[src/rtl/pop_pkg.sv]
package pop_pkg;

    localparam int WORD_W = 24;
    localparam int ADDR_W = 14;
    localparam int CODE_W = 6;

    // vector index of word bit k (word bit 0 is the MSB)
    localparam int POP_IDX  = WORD_W - 1 - 2;
    localparam int CODE_LSB = WORD_W - 1 - 8;
    localparam int IND_IDX  = WORD_W - 1 - 9;
    localparam int OVF_IDX  = WORD_W - 1;

    typedef logic [WORD_W-1:0] word_t;
    typedef logic [ADDR_W-1:0] addr_t;
    typedef logic [CODE_W-1:0] code_t;

    typedef struct packed {
        logic  ovf;
        code_t code;
        addr_t ret;
    } pop_call_t;

    typedef enum logic [1:0] {
        ST_IDLE  = 2'd0,
        ST_WRITE = 2'd1,
        ST_DONE  = 2'd2
    } pop_state_t;

    function automatic logic is_pop(input word_t w);
        return w[POP_IDX];
    endfunction

    function automatic code_t get_code(input word_t w);
        return w[CODE_LSB +: CODE_W];
    endfunction

    function automatic word_t make_link(input pop_call_t c);
        word_t lw;
        lw = '0;
        lw[OVF_IDX]    = c.ovf;
        lw[IND_IDX]    = 1'b1;
        lw[ADDR_W-1:0] = c.ret;
        return lw;
    endfunction

    function automatic addr_t vector_target(input code_t c, input addr_t base);
        return base + addr_t'(c);
    endfunction

endpackage

[src/rtl/pop_decode.sv]
module pop_decode
    import pop_pkg::*;
(
    input  word_t     instr,
    input  addr_t     loc,
    input  logic      ovf,
    output logic      pop_hit,
    output pop_call_t call
);
    always_comb begin
        pop_hit   = is_pop(instr);
        call.ovf  = ovf;
        call.code = get_code(instr);
        call.ret  = loc;
    end
endmodule

[src/rtl/pop_call_reg.sv]
module pop_call_reg
    import pop_pkg::*;
(
    input  logic      clk,
    input  logic      rst,
    input  logic      load,
    input  pop_call_t d,
    output pop_call_t q
);
    always_ff @(posedge clk) begin
        if (rst)       q <= '0;
        else if (load) q <= d;
    end
endmodule

[src/rtl/pop_ctrl.sv]
module pop_ctrl
    import pop_pkg::*;
(
    input  logic clk,
    input  logic rst,
    input  logic req_valid,
    input  logic pop_hit,
    input  logic wr_ack,
    output logic req_ready,
    output logic load,
    output logic wr_valid,
    output logic done
);
    pop_state_t state, nxt;

    always_comb begin
        nxt       = state;
        req_ready = (state == ST_IDLE);
        wr_valid  = (state == ST_WRITE);
        done      = (state == ST_DONE);
        load      = req_ready && req_valid && pop_hit;
        case (state)
            ST_IDLE:  if (load)   nxt = ST_WRITE;
            ST_WRITE: if (wr_ack) nxt = ST_DONE;
            ST_DONE:              nxt = ST_IDLE;
            default:              nxt = ST_IDLE;
        endcase
    end

    always_ff @(posedge clk) begin
        if (rst) state <= ST_IDLE;
        else     state <= nxt;
    end
endmodule

[src/rtl/pop_call_seq.sv]
module pop_call_seq
    import pop_pkg::*;
#(
    parameter int VEC_BASE = 64,
    parameter int LINK_LOC = 0
) (
    input  logic              clk,
    input  logic              rst,
    input  logic              req_valid,
    output logic              req_ready,
    input  logic [WORD_W-1:0] instr,
    input  logic [ADDR_W-1:0] instr_loc,
    input  logic              ovf_in,
    output logic              wr_valid,
    output logic [ADDR_W-1:0] wr_addr,
    output logic [WORD_W-1:0] wr_data,
    input  logic              wr_ack,
    output logic              pc_valid,
    output logic [ADDR_W-1:0] pc_out,
    output logic              ovf_clr
);
    localparam addr_t BASE_A = addr_t'(VEC_BASE);
    localparam addr_t LINK_A = addr_t'(LINK_LOC);

    logic      pop_hit, load, done;
    pop_call_t call_d, call_q;

    pop_decode u_dec (
        .instr   (instr),
        .loc     (instr_loc),
        .ovf     (ovf_in),
        .pop_hit (pop_hit),
        .call    (call_d)
    );

    pop_call_reg u_reg (
        .clk  (clk),
        .rst  (rst),
        .load (load),
        .d    (call_d),
        .q    (call_q)
    );

    pop_ctrl u_ctrl (
        .clk       (clk),
        .rst       (rst),
        .req_valid (req_valid),
        .pop_hit   (pop_hit),
        .wr_ack    (wr_ack),
        .req_ready (req_ready),
        .load      (load),
        .wr_valid  (wr_valid),
        .done      (done)
    );

    always_comb begin
        wr_addr  = LINK_A;
        wr_data  = make_link(call_q);
        pc_valid = done;
        ovf_clr  = done;
        pc_out   = vector_target(call_q.code, BASE_A);
    end
endmodule

[config.mk]
export PLATFORM = sky130hd
export DESIGN_NAME = pop_call_seq
export DESIGN_NICKNAME = d
export VERILOG_FILES = /design/src/rtl/pop_pkg.sv /design/src/rtl/pop_decode.sv /design/src/rtl/pop_call_reg.sv /design/src/rtl/pop_ctrl.sv /design/src/rtl/pop_call_seq.sv
export SDC_FILE = /design/constraint.sdc
export NUM_CORES = 1
export LEC_CHECK = 0
export ABC_AREA = 1
export BUFFER_PORTS_ARGS = -buffer_cell sky130_fd_sc_hd__buf_4
export CAP_MARGIN = 20
export CORE_MARGIN = 3
export CORE_UTILIZATION = 39
export DETAILED_ROUTE_END_ITERATION = 10
export GPL_TIMING_DRIVEN = 0
export PLACE_DENSITY = 0.86
export SYNTH_ARGS = -nofsm -noshare
export SYNTH_HDL_FRONTEND = slang
export SYNTH_SLANG_ARGS = --single-unit
[constraint.sdc]
create_clock -name clk -period 1.1 [get_ports clk]
set_input_delay 0.22 -clock clk [delete_from_list [all_inputs] [get_ports clk]]
set_output_delay 0.22 -clock clk [all_outputs]
set_load 0.005 [all_outputs]
==> impl_metrics.tcl, run 1 <==
set metrics [dict create \
    warnings_synthesis 0 \
    start_util 0.418 \
    synth_area_per_cell_um2 7.01 \
    clock_path_buffers 2 \
    finish.cell_count_without_fillers 318 \
    required_ns 0.88 \
    timing.setup.critical_path_class "register to output pin" \
    p_r_area_growth_vs_syn_pct 55.0 \
    die_x_um 63.7 \
    hold_viol_final 0 \
    clkSinkCount 23 \
    worst_setup_path_end_kind "output pin" \
    synthesis.instances 185 \
    nFillCells 311 \
    hold_path_class "primary input to register" \
    ys_top_cells_by_count "33 x sky130_fd_sc_hd__buf_4, 25 x sky130_fd_sc_hd__inv_1, 23 x sky130_fd_sc_hd__dfxtp_1, 23 x sky130_fd_sc_hd__nand2_1, 23 x sky130_fd_sc_hd__nor2_1" \
    final_tns_setup_ns -1.52 \
    grt_first_pass_wirelength_um 4440 \
    crit_path_start_kind "register" \
    pin_count_of_the_biggest_net_entering_global_routing 13 \
    die_area_um2 4050 \
    report.final.slew_viol_count 0 \
    total_track_usage 0.135 \
    period_share 1.12 \
    final_period_minus_worst_setup_slack_ns 1.23 \
    antenna_left 0 \
    power_density_nw_per_um2 931 \
    hold_slack_ns 0.0669 \
    number_of_rows_created_at_floorplan 20 \
    core-area_um2 3100 \
    grt_antenna_before_repair 0 \
    dp.cells 308 \
    rsz0062_at_grt "true" \
    cts_inserted_buffers 3 \
    drive_above_1_share 0.409 \
    cts_tree "built" \
    detail_route.vias_per_cell 3.93 \
    fraction_of_registers_with_async_set_or_reset_after_synthesis 0 \
    vdd_drop_max_mv 0.464 \
    grt-ovfl-total 0 \
    postSynth.topFlopCell "sky130_fd_sc_hd__dfxtp_1" \
    fin_skew_ns 0.0108 \
    cp_cell_sequence "inv_2 > nor2_4 > buf_6 > buf_6" \
    violated_checks "setup timing" \
    synth_edf_count 0 \
    route.detailed.drc 0 \
    final_worst_slack_ns -0.134 \
    share_of_the_core_filled_with_cells_in_the_final_layout 0.648 \
    gpl.final_weighted_congestion 0.774 \
    first_global_vias 1043 \
    yosys.cell_types.count 16 \
    largest_cells_by_area_after_synthesis "sky130_fd_sc_hd__dfxtp_1 36%, sky130_fd_sc_hd__buf_4 19%, sky130_fd_sc_hd__a21oi_1 8.1%" \
    wl_um 3020 \
    first_iter_violations 19 \
    count_of_state_elements_after_synthesis 23 \
    clk-insertion-delay-late_ns 0.29 \
    cpPeakStageDelay_ns 0.40 \
    upper_clock_frequency_limit_ghz 0.811 \
    dp.final_hpwl_um 2300 \
    synth_top_cell_area_share 0.355 \
    power.leakage_nw 1.14 \
    final_nets 318 \
    clkSlewWorstSetupHoldPaths_ns 0.12 \
    final-setup-viol-count 24 \
    number_of_antenna_diodes 0 \
    wire_per_inst_um 9.48 \
    status "finished with violations" \
    clock_tree.htree_level_count 1 \
    port-buffer-count 50 \
    crit_top_cell "sky130_fd_sc_hd__buf_6" \
    ctsRootBufferMaster "sky130_fd_sc_hd__clkbuf_4" \
    crit_fanout 4 \
    vias_after_detailed_routing 1251 \
    critical_path_arrival_ns 1.01 \
    synth-seq-area-share 0.355 \
    detailedRoute.firstPassIterationCount 4 \
    critical-path-slowest-cell "sky130_fd_sc_hd__dfxtp_4" \
    dieHeight_um 63.7 \
    synthesis.area_um2 1300 \
    floorplan.io_pins 99 \
    synth_area_leader_cell "sky130_fd_sc_hd__dfxtp_1" \
    yosys.cell_count.top_type "sky130_fd_sc_hd__buf_4" \
    maxCapViolCount 0 \
    dp_slack_ns 0.00467 \
]
## logic make-up after synthesis
family          after synthesis  synth area share
compound gates               22            0.0878
other cells                   2           0.00579
simple gates                 70             0.233
flops                        23             0.355
buf+inv                      68             0.319
## power breakdown
group          internal (W)  switching [W]
logic              0.000341       0.000242
clock network      0.000141       0.000225
registers          0.000889      0.0000349
## cells in the final DEF (no fill, tap or decap), drive strengths merged
cell	count
nor4	1
nor2	24
dfxtp	23
inv	26
conb	31
buf	96
a21oi	22
nand2	24
clkbuf	6
nand3	21
## flip-flops by register name, indices dropped and copies added (netlist names)
| signal | cells |
|---|---|
| u_ctrl.state | 2 |
| u_reg.q | 21 |
## through the flow
stage / total power [W] / area [µm²]
after CTS: 0.00181 / 1890
final: 0.00187 / 2010
after global placement: 0.00144 / 1840
after global routing: 0.00198 / 2010
after floorplan: 0.00125 / 1410
after detailed placement: 0.00145 / 1840
## metal layers
| metal | global-route usage | share of wire | vias up |
|---|---|---|---|
| met5 | 0 | 0 | - |
| met2 | 0.237 | 0.50 | 41 |
| met4 | 0.0485 | 0.014 | 0 |
| li1 | - | - | 679 |
| met1 | 0.160 | 0.41 | 527 |
| met3 | 0.0303 | 0.069 | 4 |
## timing repair
item	CTS	global route
resized for setup	8	13
endpoints found under the setup margin	5	24
pin swaps	1	4
hold buffers	0	0
cloned	0	2
buffers inserted	1	3
## worst paths after layout
check	startpoint	slack (ns)	end	cells past startpoint
hold reg to reg	u_ctrl.state[1]	0.47	u_ctrl.state[1]	1
hold / removal	rst	0.07	u_ctrl.state[0]	2
setup reg to reg	u_ctrl.state[1]	-0.09	u_reg.q[8]	7
setup / recovery	u_ctrl.state[1]	-0.13	pc_valid	4
## area by class of cell
| type | count | area [µm²] | area share |
|---|---|---|---|
| Inverter | 26 | 97.6 | 0.0486 |
| Timing Repair Buffer | 56 | 470 | 0.234 |
| Sequential cell | 23 | 468 | 0.233 |
| Multi-Input combinational cell | 123 | 557 | 0.277 |
| Clock buffer | 4 | 26.3 | 0.0131 |
| Tap cell | 44 | 55.1 | 0.0274 |
| Buffer | 42 | 335 | 0.167 |
## worst max-delay path: cells and delay by family (launching register included)
kind / cells / cell delay [ns]
flops: 1 / 0.40
buf+inv: 3 / 0.23
simple gates: 1 / 0.09
Power figures use the tool's default switching activity.
==> run 2: changes to the inputs <==
Settings changed: CORE_UTILIZATION 39 to 43, PLACE_DENSITY 0.86 to 0.93.
Clock period 1.1 ns to 1.5 ns, I/O delays scaled along.
==> impl_metrics.tcl, run 2 (synthesis gave the netlist of run 1 again) <==
set metrics [dict create \
    nFillCells 274 \
    fin_skew_ns 0.00932 \
    die_x_um 60.9 \
    clock_path_buffers 2 \
    detail_route.vias_per_cell 4.19 \
    die_area_um2 3710 \
    power.total_w 0.00133 \
    cts_inserted_buffers 3 \
    rsz0062_at_grt "false" \
    cp_cell_sequence "inv_1 > nor2_1 > buf_4 > buf_4" \
    report.final.slew_viol_count 0 \
    start_util 0.462 \
    number_of_rows_created_at_floorplan 19 \
    largest_register_ff_count 21 \
    postLayoutCellArea_um2 1850 \
    upper_clock_frequency_limit_ghz 0.703 \
    wl_um 2850 \
    route.detailed.drc 0 \
    layout_commonest_cell "sky130_fd_sc_hd__buf_4" \
    final_nets 313 \
    vdd_drop_max_mv 0.385 \
    layout.cells.most_common_list "84 x sky130_fd_sc_hd__buf_4, 31 x sky130_fd_sc_hd__conb_1, 25 x sky130_fd_sc_hd__inv_1" \
    final-setup-viol-count 0 \
    gpl.final_weighted_congestion 0.726 \
    worst_setup_path_end_kind "output pin" \
    critical_path_arrival_ns 1.12 \
    antenna_left 0 \
    critPathTopFamily "flip-flops" \
    largest_register "u_reg.q" \
    final_tns_setup_ns 0 \
    cpPeakStageDelay_ns 0.43 \
    crit_top_cell "sky130_fd_sc_hd__buf_4" \
    critical-path-slowest-cell "sky130_fd_sc_hd__dfxtp_1" \
    power.leakage_nw 1.09 \
    ctsRootBufferMaster "sky130_fd_sc_hd__clkbuf_4" \
    grt_first_pass_wirelength_um 4230 \
    total_track_usage 0.149 \
    hold_viol_final 0 \
    first_global_vias 1054 \
    crit_fanout 4 \
    hold_path_class "primary input to register" \
    clock_tree.htree_level_count 1 \
    timing.setup.critical_path_class "register to output pin" \
    final_worst_slack_ns 0.0782 \
    dp_slack_ns 0.325 \
    first_iter_violations 40 \
    dieHeight_um 60.9 \
    detailedRoute.firstPassIterationCount 4 \
    clkSlewWorstSetupHoldPaths_ns 0.11 \
    cts_tree "built" \
    power_density_nw_per_um2 716 \
    clkSinkCount 23 \
    crit_path_start_kind "register" \
    grt_antenna_before_repair 0 \
    drive_above_1_share 0.364 \
    floorplan.io_pins 99 \
    core-area_um2 2810 \
    reg_top3 "u_reg.q: 21 flops, u_ctrl.state: 2 flops" \
    pin_count_of_the_biggest_net_entering_global_routing 13 \
    port-buffer-count 50 \
    p_r_area_growth_vs_syn_pct 43.0 \
    grt-ovfl-total 0 \
    vias_after_detailed_routing 1256 \
    clk-insertion-delay-late_ns 0.30 \
    wire_per_inst_um 9.51 \
    required_ns 1.20 \
    post_cts.resized_instances 0 \
    period_share 0.948 \
    critPathBufInv 3 \
    number_of_antenna_diodes 0 \
    final_period_minus_worst_setup_slack_ns 1.42 \
    maxCapViolCount 0 \
    placedInstanceArea_um2 1820 \
    status "completed" \
    dp.final_hpwl_um 2270 \
]
run 2: cell types whose count changed in the layout (fill, tap and decap cells not counted), moves of 2 or more:
cell	before	now
sky130_fd_sc_hd__clkbuf_16	2	0
sky130_fd_sc_hd__buf_8	3	0
sky130_fd_sc_hd__a21oi_2	5	1
sky130_fd_sc_hd__nor2_1	21	23
sky130_fd_sc_hd__dfxtp_1	21	23
sky130_fd_sc_hd__a21oi_1	17	21
sky130_fd_sc_hd__dfxtp_4	2	0
run 2: path summary, 6_finish.rpt:
path / start / endpoint / slack (ns) / cells past startpoint
max: u_ctrl.state[1] / pc_valid / 0.08 / 4
min reg2reg: u_reg.q[18] / u_reg.q[18] / 0.49 / 2
min: rst / u_ctrl.state[0] / 0.16 / 2
max reg2reg: u_ctrl.state[0] / u_reg.q[4] / 0.39 / 6
run 2: power breakdown:
part / internal (W) / leakage [nW] / switching [W]
registers: 0.000654 / 0.189 / 0.0000225
logic: 0.000213 / 0.883 / 0.000166
clock network: 0.000103 / 0.0150 / 0.000169
total: 0.000970 / 1.09 / 0.000357
run 2: stage by stage:
step	std cells	util	hold WS, ns
2_1_floorplan	214	-	0.362
3_5_place_dp	295	0.649	0.470
5_1_grt	300	0.661	0.146
3_3_place_gp	295	0.649	0.462
4_1_cts	300	0.661	0.159
6_report	300	0.661	0.165
run 2: area by class of cell:
| class | count | area (µm²) | share of cell area |
|---|---|---|---|
| Tap cell | 31 | 38.8 | 0.0209 |
| Inverter | 26 | 97.6 | 0.0527 |
| Multi-Input combinational cell | 123 | 532 | 0.287 |
| Timing Repair Buffer | 51 | 383 | 0.207 |
| Buffer | 42 | 315 | 0.170 |
| Clock buffer | 4 | 26.3 | 0.0142 |
| Sequential cell | 23 | 460 | 0.248 |
run 2: metal layers:
layer	GRT usage	up-vias	routed length (µm)	part of all wire
li1	-	669	-	-
met1	0.171	541	1150	0.40
met2	0.284	44	1490	0.52
met3	0.0191	2	189	0.066
met4	0.0464	0	21	0.0074
met5	0	-	0	0
run 2: timing repair:
item,in CTS,in global routing
buffers inserted,1,0
setup endpoints to repair,1,0
hold buffers,0,0
